[src/rtl/ddr_sched_pkg.sv]
package ddr_sched_pkg;
  typedef enum logic {
    CMD_WRITE = 1'b0,
    CMD_READ  = 1'b1
  } cmd_e;

  localparam int unsigned GAP_W   = 2;
  localparam int unsigned MAX_LAT = 2;
endpackage

[src/rtl/ddr_turnaround.sv]
module ddr_turnaround
  import ddr_sched_pkg::*;
(
  input  logic clk_i,
  input  logic rst_ni,
  input  logic rd_issue_i,
  input  logic two_nop_i,
  output logic wr_block_o
);
  localparam logic [GAP_W-1:0] GAP_MAX = '1;

  logic [GAP_W-1:0] gap_q;
  logic [GAP_W-1:0] need;

  // cycles since the last read reached the pins
  always_ff @(posedge clk_i or negedge rst_ni) begin
    if (!rst_ni)            gap_q <= GAP_MAX;
    else if (rd_issue_i)    gap_q <= '0;
    else if (gap_q != GAP_MAX) gap_q <= gap_q + 1'b1;
  end

  assign need       = two_nop_i ? GAP_W'(2) : GAP_W'(1);
  assign wr_block_o = gap_q < need;

  assert_block_after_read_R3: assert property (@(posedge clk_i) disable iff (!rst_ni)
    rd_issue_i |=> wr_block_o);
endmodule

[src/rtl/ddr_cmd_issue.sv]
module ddr_cmd_issue
  import ddr_sched_pkg::*;
#(
  parameter int unsigned BANKS  = 4,
  parameter int unsigned ADDR_W = 20,
  parameter int unsigned DATA_W = 18,
  parameter int unsigned BE_W   = 2,
  localparam int unsigned BANK_W = $clog2(BANKS),
  localparam int unsigned DEV_W  = ADDR_W - BANK_W
)(
  input  logic                  clk_i,
  input  logic                  rst_ni,
  input  logic                  accept_i,
  input  logic                  write_i,
  input  logic [ADDR_W-1:0]     addr_i,
  input  logic [2*DATA_W-1:0]   wdata_i,
  input  logic [2*BE_W-1:0]     be_i,
  output logic [BANKS-1:0]      ld_n_o,
  output logic                  rw_o,
  output logic [DEV_W-1:0]      addr_o,
  output logic [2*DATA_W-1:0]   wd_o,
  output logic [2*BE_W-1:0]     be_n_o,
  output logic                  rd_cmd_o,
  output logic                  wr_cmd_o
);
  logic [BANK_W-1:0]   bank;
  logic [BANKS-1:0]    ld_n_q;
  cmd_e                rw_q;
  logic [DEV_W-1:0]    addr_q;
  logic                wpend_q;
  logic [2*DATA_W-1:0] wbuf_q, wd_q;
  logic [2*BE_W-1:0]   bebuf_q, be_n_q;

  assign bank = addr_i[ADDR_W-1 -: BANK_W];

  for (genvar b = 0; b < BANKS; b++) begin : g_bank
    always_ff @(posedge clk_i or negedge rst_ni) begin
      if (!rst_ni) ld_n_q[b] <= 1'b1;
      else         ld_n_q[b] <= !(accept_i && bank == BANK_W'(b));
    end
  end

  always_ff @(posedge clk_i or negedge rst_ni) begin
    if (!rst_ni) begin
      rw_q   <= CMD_READ;
      addr_q <= '0;
    end else if (accept_i) begin
      rw_q   <= write_i ? CMD_WRITE : CMD_READ;
      addr_q <= addr_i[DEV_W-1:0];
    end
  end

  // write data phase trails the command by one cycle
  always_ff @(posedge clk_i or negedge rst_ni) begin
    if (!rst_ni) begin
      wpend_q <= 1'b0;
      wbuf_q  <= '0;
      bebuf_q <= '0;
      wd_q    <= '0;
      be_n_q  <= '1;
    end else begin
      wpend_q <= accept_i && write_i;
      if (accept_i && write_i) begin
        wbuf_q  <= wdata_i;
        bebuf_q <= be_i;
      end
      be_n_q <= wpend_q ? ~bebuf_q : '1;
      if (wpend_q) wd_q <= wbuf_q;
    end
  end

  assign ld_n_o   = ld_n_q;
  assign rw_o     = rw_q;
  assign addr_o   = addr_q;
  assign wd_o     = wd_q;
  assign be_n_o   = be_n_q;
  assign rd_cmd_o = !(&ld_n_q) && (rw_q == CMD_READ);
  assign wr_cmd_o = !(&ld_n_q) && (rw_q == CMD_WRITE);

  assert_one_bank_R2: assert property (@(posedge clk_i) disable iff (!rst_ni)
    $onehot0(~ld_n_o));
  assert_be_idle_R6: assert property (@(posedge clk_i) disable iff (!rst_ni)
    !wr_cmd_o |=> &be_n_o);
endmodule

[src/rtl/ddr_rd_track.sv]
module ddr_rd_track
  import ddr_sched_pkg::*;
#(
  parameter int unsigned DATA_W = 18
)(
  input  logic                clk_i,
  input  logic                rst_ni,
  input  logic                rd_cmd_i,
  input  logic                half_lat_i,
  input  logic [2*DATA_W-1:0] rd_data_i,
  output logic [2*DATA_W-1:0] rd_data_o,
  output logic                rd_valid_o
);
  logic [MAX_LAT:1] pipe_q;

  for (genvar s = 1; s <= MAX_LAT; s++) begin : g_stage
    if (s == 1) begin : g_head
      always_ff @(posedge clk_i or negedge rst_ni) begin
        if (!rst_ni) pipe_q[s] <= 1'b0;
        else         pipe_q[s] <= rd_cmd_i;
      end
    end else begin : g_tail
      always_ff @(posedge clk_i or negedge rst_ni) begin
        if (!rst_ni) pipe_q[s] <= 1'b0;
        else         pipe_q[s] <= pipe_q[s-1];
      end
    end
  end

  assign rd_valid_o = half_lat_i ? pipe_q[2] : pipe_q[1];
  assign rd_data_o  = rd_data_i;

  assert_full_lat_R7: assert property (@(posedge clk_i) disable iff (!rst_ni)
    (rd_cmd_i && !half_lat_i) |=> rd_valid_o);
  assert_half_lat_R8: assert property (@(posedge clk_i) disable iff (!rst_ni)
    (rd_cmd_i && half_lat_i) |=> ##1 rd_valid_o);
endmodule

[src/rtl/ddr_sram_sched.sv]
module ddr_sram_sched
  import ddr_sched_pkg::*;
#(
  parameter int unsigned BANKS  = 4,
  parameter int unsigned ADDR_W = 20,
  parameter int unsigned DATA_W = 18,
  parameter int unsigned BE_W   = 2,
  localparam int unsigned BANK_W = $clog2(BANKS),
  localparam int unsigned DEV_W  = ADDR_W - BANK_W
)(
  input  logic                clk_i,
  input  logic                rst_ni,
  input  logic                cfg_two_nop_i,
  input  logic                cfg_half_lat_i,
  input  logic                req_valid_i,
  output logic                req_ready_o,
  input  logic                req_write_i,
  input  logic [ADDR_W-1:0]   req_addr_i,
  input  logic [2*DATA_W-1:0] req_wdata_i,
  input  logic [2*BE_W-1:0]   req_be_i,
  output logic [BANKS-1:0]    ld_n_o,
  output logic                rw_o,
  output logic [DEV_W-1:0]    addr_o,
  output logic [2*DATA_W-1:0] wd_o,
  output logic [2*BE_W-1:0]   be_n_o,
  input  logic [2*DATA_W-1:0] rd_data_i,
  output logic [2*DATA_W-1:0] rd_data_o,
  output logic                rd_valid_o
);
  logic wr_block, accept, rd_cmd, wr_cmd;

  assign req_ready_o = !(req_write_i && wr_block);
  assign accept      = req_valid_i && req_ready_o;

  ddr_turnaround u_turn (
    .clk_i      (clk_i),
    .rst_ni     (rst_ni),
    .rd_issue_i (accept && !req_write_i),
    .two_nop_i  (cfg_two_nop_i),
    .wr_block_o (wr_block)
  );

  ddr_cmd_issue #(
    .BANKS (BANKS), .ADDR_W (ADDR_W), .DATA_W (DATA_W), .BE_W (BE_W)
  ) u_issue (
    .clk_i    (clk_i),
    .rst_ni   (rst_ni),
    .accept_i (accept),
    .write_i  (req_write_i),
    .addr_i   (req_addr_i),
    .wdata_i  (req_wdata_i),
    .be_i     (req_be_i),
    .ld_n_o   (ld_n_o),
    .rw_o     (rw_o),
    .addr_o   (addr_o),
    .wd_o     (wd_o),
    .be_n_o   (be_n_o),
    .rd_cmd_o (rd_cmd),
    .wr_cmd_o (wr_cmd)
  );

  ddr_rd_track #(.DATA_W (DATA_W)) u_track (
    .clk_i      (clk_i),
    .rst_ni     (rst_ni),
    .rd_cmd_i   (rd_cmd),
    .half_lat_i (cfg_half_lat_i),
    .rd_data_i  (rd_data_i),
    .rd_data_o  (rd_data_o),
    .rd_valid_o (rd_valid_o)
  );

  assert_one_nop_R3: assert property (@(posedge clk_i) disable iff (!rst_ni)
    wr_cmd |-> !$past(rd_cmd));
  assert_two_nop_R3: assert property (@(posedge clk_i) disable iff (!rst_ni)
    (wr_cmd && cfg_two_nop_i && $past(cfg_two_nop_i)) |-> !$past(rd_cmd, 2));
  assert_read_ready_R4: assert property (@(posedge clk_i) disable iff (!rst_ni)
    !req_write_i |-> req_ready_o);
endmodule

[config.mk]
export PLATFORM = sky130hd
export DESIGN_NAME = ddr_sram_sched
export DESIGN_NICKNAME = d
export VERILOG_FILES = /design/src/rtl/ddr_sched_pkg.sv /design/src/rtl/ddr_turnaround.sv /design/src/rtl/ddr_cmd_issue.sv /design/src/rtl/ddr_rd_track.sv /design/src/rtl/ddr_sram_sched.sv
export SDC_FILE = /design/constraint.sdc
export NUM_CORES = 1
export LEC_CHECK = 0
export ABC_CLOCK_PERIOD_IN_PS = 5100
export CAP_MARGIN = 20
export CORE_MARGIN = 2
export CORE_UTILIZATION = 41
export CTS_BUF_LIST = sky130_fd_sc_hd__clkbuf_8
export DETAILED_ROUTE_END_ITERATION = 8
export HOLD_SLACK_MARGIN = 0.05
export PLACE_DENSITY = 0.79
export SLEW_MARGIN = 20
export SYNTH_ARGS = -nofsm -noshare
export SYNTH_HDL_FRONTEND = slang
export SYNTH_HIERARCHICAL = 1
export SYNTH_SLANG_ARGS = --single-unit
[constraint.sdc]
create_clock -name clk_i -period 5.1 [get_ports clk_i]
set_input_delay 1.275 -clock clk_i [delete_from_list [all_inputs] [get_ports clk_i]]
set_output_delay 1.275 -clock clk_i [all_outputs]
set_load 0.05 [all_outputs]
Word level (Yosys, flattened, before mapping)
Index checks and enable logic that the tools add are counted.

Register bits after elaboration: 108. Output and inout bits: 101. Logic and storage cells: 46.

Add/subtract/negate cells: 1. $lt $le $gt $ge: 1. Eq/ne operators: 4. Multiplexer cells: 6. Bitwise logic cells: 1. Reductions and logical operators: 19.

Operator list (count): 1-bit logical AND (9); 1-bit logical NOT (7); 2-bit two-way mux (3); 2-bit equality test (second input constant) (2); 4-bit two-way mux (1); 4-bit NOT (1); 4-bit AND reduction (1); 2-bit by 1-bit adder with 2-bit output (second input constant) (1); 2-bit by 1-bit equality test with 1-bit output (second input constant) (1); 2-bit logical NOT (1); 2-bit < comparator (1); 1-bit two-way mux (2); 2-bit != test (second input constant) (1); 2-bit nonzero test (1).

Logic depth before layout (Yosys ltp)
Depth after elaboration: 7. Depth in mapped cells: 9. Mapped depth without buffers: 7.

Modules after synthesis
Netlist, hierarchy kept.

Modules (own cells, without submodules): ddr_cmd_issue (times used 1, cells each 224, area an instance 3995.1 um^2); ddr_rd_track (times used 1, cells each 39, area an instance 335.3 um^2); ddr_turnaround (times used 1, cells each 11, area an instance 118.9 um^2); ddr_sram_sched (times used 1, cells each 3, area an instance 21.3 um^2).

Worst setup path after synthesis
OpenSTA, ideal clock, no wires.

Path type: input -> output. Start: input cfg_two_nop_i. End: output req_ready_o. Arrival: 2108 ps. Setup slack: 1717 ps. Stages on the path: 5. Buffers on the path: 0. Path through: inv_1 > ha_1 > o21a_1 > nor2_1 > nand2_1.

Word-level cells in the longest chain between the ends: 4.

Ends and longest elaborated chain: start, declared (RTL line ddr_sram_sched.sv:13) `input logic cfg_two_nop_i,`; 2-bit two-way mux (RTL line ddr_turnaround.sv:22) `assign need = two_nop_i ? GAP_W'(2) : GAP_W'(1);`; 2-bit < comparator (RTL line ddr_turnaround.sv:23) `assign wr_block_o = gap_q < need;`; via wr_block (RTL line ddr_sram_sched.sv:30) `logic wr_block, accept, rd_cmd, wr_cmd;`; 1-bit logical AND (RTL line ddr_sram_sched.sv:32) `assign req_ready_o = !(req_write_i && wr_block);`; 1-bit logical NOT (RTL line ddr_sram_sched.sv:32); end, declared (RTL line ddr_sram_sched.sv:16) `output logic req_ready_o,`.

The timed path passes the listed nets, and every way through them passes these cells.

Final worst setup path
Ends and elaborated chain as after synthesis.

==> flow_summary_export.csv <==
group,metric,value,unit
power,p_per_area,622.5,nW/um^2
floorplan,die_h,108.3,um
synthesis,ys_warn_count,6,
detailed_routing,via_count,2422,
floorplan,core,10750,um^2
timing,finalCriticalPeriod,4.359,ns
detailed_routing,totalWireLength,8316,um
finish,mostFrequentLayoutCell,"clkdlybuf4s50_1",
critical_path,critPathMaxStageDelay,0.70,ns
timing,skew,0.005321,ns
critical_path,end_kind,"output port",
run_status,outcome,"finished clean",
synthesis,synth_nets,380,
clock_network,cts_tree,"built",
timing,fin_crit_sh,0.8547,
floorplan,start_util,0.4155,
critical_path,path_delay_family,"buffers and inverters",
clock_network,ctsHoldBuffers,0,
timing,fmax,0.2294,GHz
timing,rsz0062_at_grt,"false",
power,clkPwrFrac,0.157,
critical_path,cpMostUsedCell,"clkdlybuf4s50_1",
critical_path,worstPathCellList,"clkdlybuf4s50_1 -> inv_1 -> ha_1 -> o21a_1 -> nor2_1 -> nand2_1 -> clkdlybuf4s50_1",
place,dp_hpwl,5599,um
detailed_routing,drc,0,
power,p_leak,2.547,nW
clock_network,htree_levels,3,
timing,slew_headroom,0.3732,
finish,antenna-diode-count,0,
critical_path,path_max_fanout,2,
synthesis,syn-cell-area,4464,um^2
floorplan,dieArea,11740,um^2
timing,hold_viol_final,0,
critical_path,crit_path_start_kind,"primary input",
clock_network,post_cts_resized,0,
place,gp_congestion,0.7058,
synthesis,synth_cells,276,
finish,layout.nets,476,
timing,setup_violations,0,
finish,layout_common_cells,"129 x clkdlybuf4s50_1, 96 x dfrtp_1, 55 x mux2_2, 40 x mux2_4, 11 x dfstp_2",
grt,first_global_vias,2599,
power,switching_power,0.001446,W
critical_path,critical_path_arrival,3.08,ns
detailed_routing,wl_per_cell,16.09,um
finish,area_growth,30.44,%
synthesis,syn_avg_cell_area,16.17,um^2
critical_path,cp_slowest_cell,"clkdlybuf4s50_1",
place,io_buffers,130,
grt,grt_pass1_wl,12810,um
clock_network,clockBufferDepth,2,
timing,worst_pin_slew,0.9403,ns
floorplan,boundaryPins,203,
floorplan,die_w,108.3,um
grt,grt_use_total,0.1448,
clock_network,clkTransAtPathRegs,0.10,ns
clock_network,cts_root_buf,"clkbuf_8",
clock_network,cts_inserted_buffers,9,
timing,holdWs,0.3998,ns
timing,final.setup.tns,0,ns
power,seq_power_share,0.377,
grt,antenna_found_initial,0,
critical_path,r2r_slack,2.58,ns
place,dpl_worst_slack,0.7356,ns
clock_network,clock_latency,0.37,ns
grt,grt_overflow,0,
timing,drv_slew,0,
power,peakVddDrop,0.0004071,V
critical_path,criticalPathCategory,"primary input to output port",
detailed_routing,drt_iter0_markers,49,
hold_path,hold_class,"flop to flop",
detailed_routing,postRouteAntennaNets,0,
detailed_routing,avgViaCountPerCell,4.685,
power,comb_power_share,0.466,
critical_path,crit_required,3.83,ns
power,power,0.003625,W
clock_network,cts.sinks,108,
finish,drive_gt1_frac,0.3422,
timing,setup_ws,0.7409,ns
power,sw_frac_of_total,0.3989,
detailed_routing,firstDrtPassIters,3,
clock_network,post_cts_buffers,0,
power,p_int,0.002179,W
grt,grt_start_max_net_pins,78,
floorplan,placementRows,38,
flow_run,maxCapViolations,0,
critical_path,path_buf_inv,3,
[path summary, 6_finish.rpt]
check / cells past startpoint / start / end
worst max-delay path: 7 / cfg_two_nop_i / req_ready_o
worst min-delay path: 0 / u_track/pipe_q[1] / u_track/pipe_q[2]
worst max register to register: 7 / u_turn/gap_q[1] / u_issue/wbuf_q[35]
worst min register to register: 0 / u_track/pipe_q[1] / u_track/pipe_q[2]
max in group asynchronous: 2 / rst_ni / u_turn/gap_q[0]
min in group asynchronous: 1 / rst_ni / u_issue/wd_o[30]
[layer usage]
| metal | share of wire | vias to the layer above | track usage |
|---|---|---|---|
| met2 | 0.51 | 83 | 0.2412 |
| met4 | 0.019 | 0 | 0.05403 |
| li1 | - | 1090 | - |
| met3 | 0.068 | 20 | 0.05967 |
| met1 | 0.41 | 1229 | 0.1675 |
| met5 | 0 | - | 0 |
[flip-flops by register name (all words and copies together) (netlist names)]
name             count
u_issue/be_n_o       4
u_issue/rw_o         1
u_turn/gap_q         2
u_issue/wd_o        36
u_issue/addr_o      18
u_issue/bebuf_q      4
u_issue/wpend_q      1
u_issue/wbuf_q      36
u_track/pipe_q       2
u_issue/ld_n_o       4
[cell type report]
type,count,area (um^2)
clock buffers,9,123.9
multi-input cells,118,1381
inverters,3,11.26
well taps,140,175.2
clock inverters,7,100.1
flip-flops and latches,108,2718
repair buffers,132,1314
fillers,917,4922
[through the flow]
step                cell area (um^2)  utilization  cells
global route                    5823       0.5419    517
CTS                             5823       0.5419    517
floorplan                       4464            -    276
finish                          5823       0.5419    517
global placement                5599       0.5211    501
detailed placement              5599       0.5211    501
[power by group through the flow]
stage	clock (W)	combinational, W	sequential [W]
CTS	0.000596	0.00171	0.00137
detailed placement	0	0.00170	0.00139
global route	0.000629	0.00176	0.00141
global placement	0	0.00168	0.00137
finish	0.000570	0.00169	0.00137
floorplan	0	0.000541	0.00205
Power figures use the tool's default switching activity.
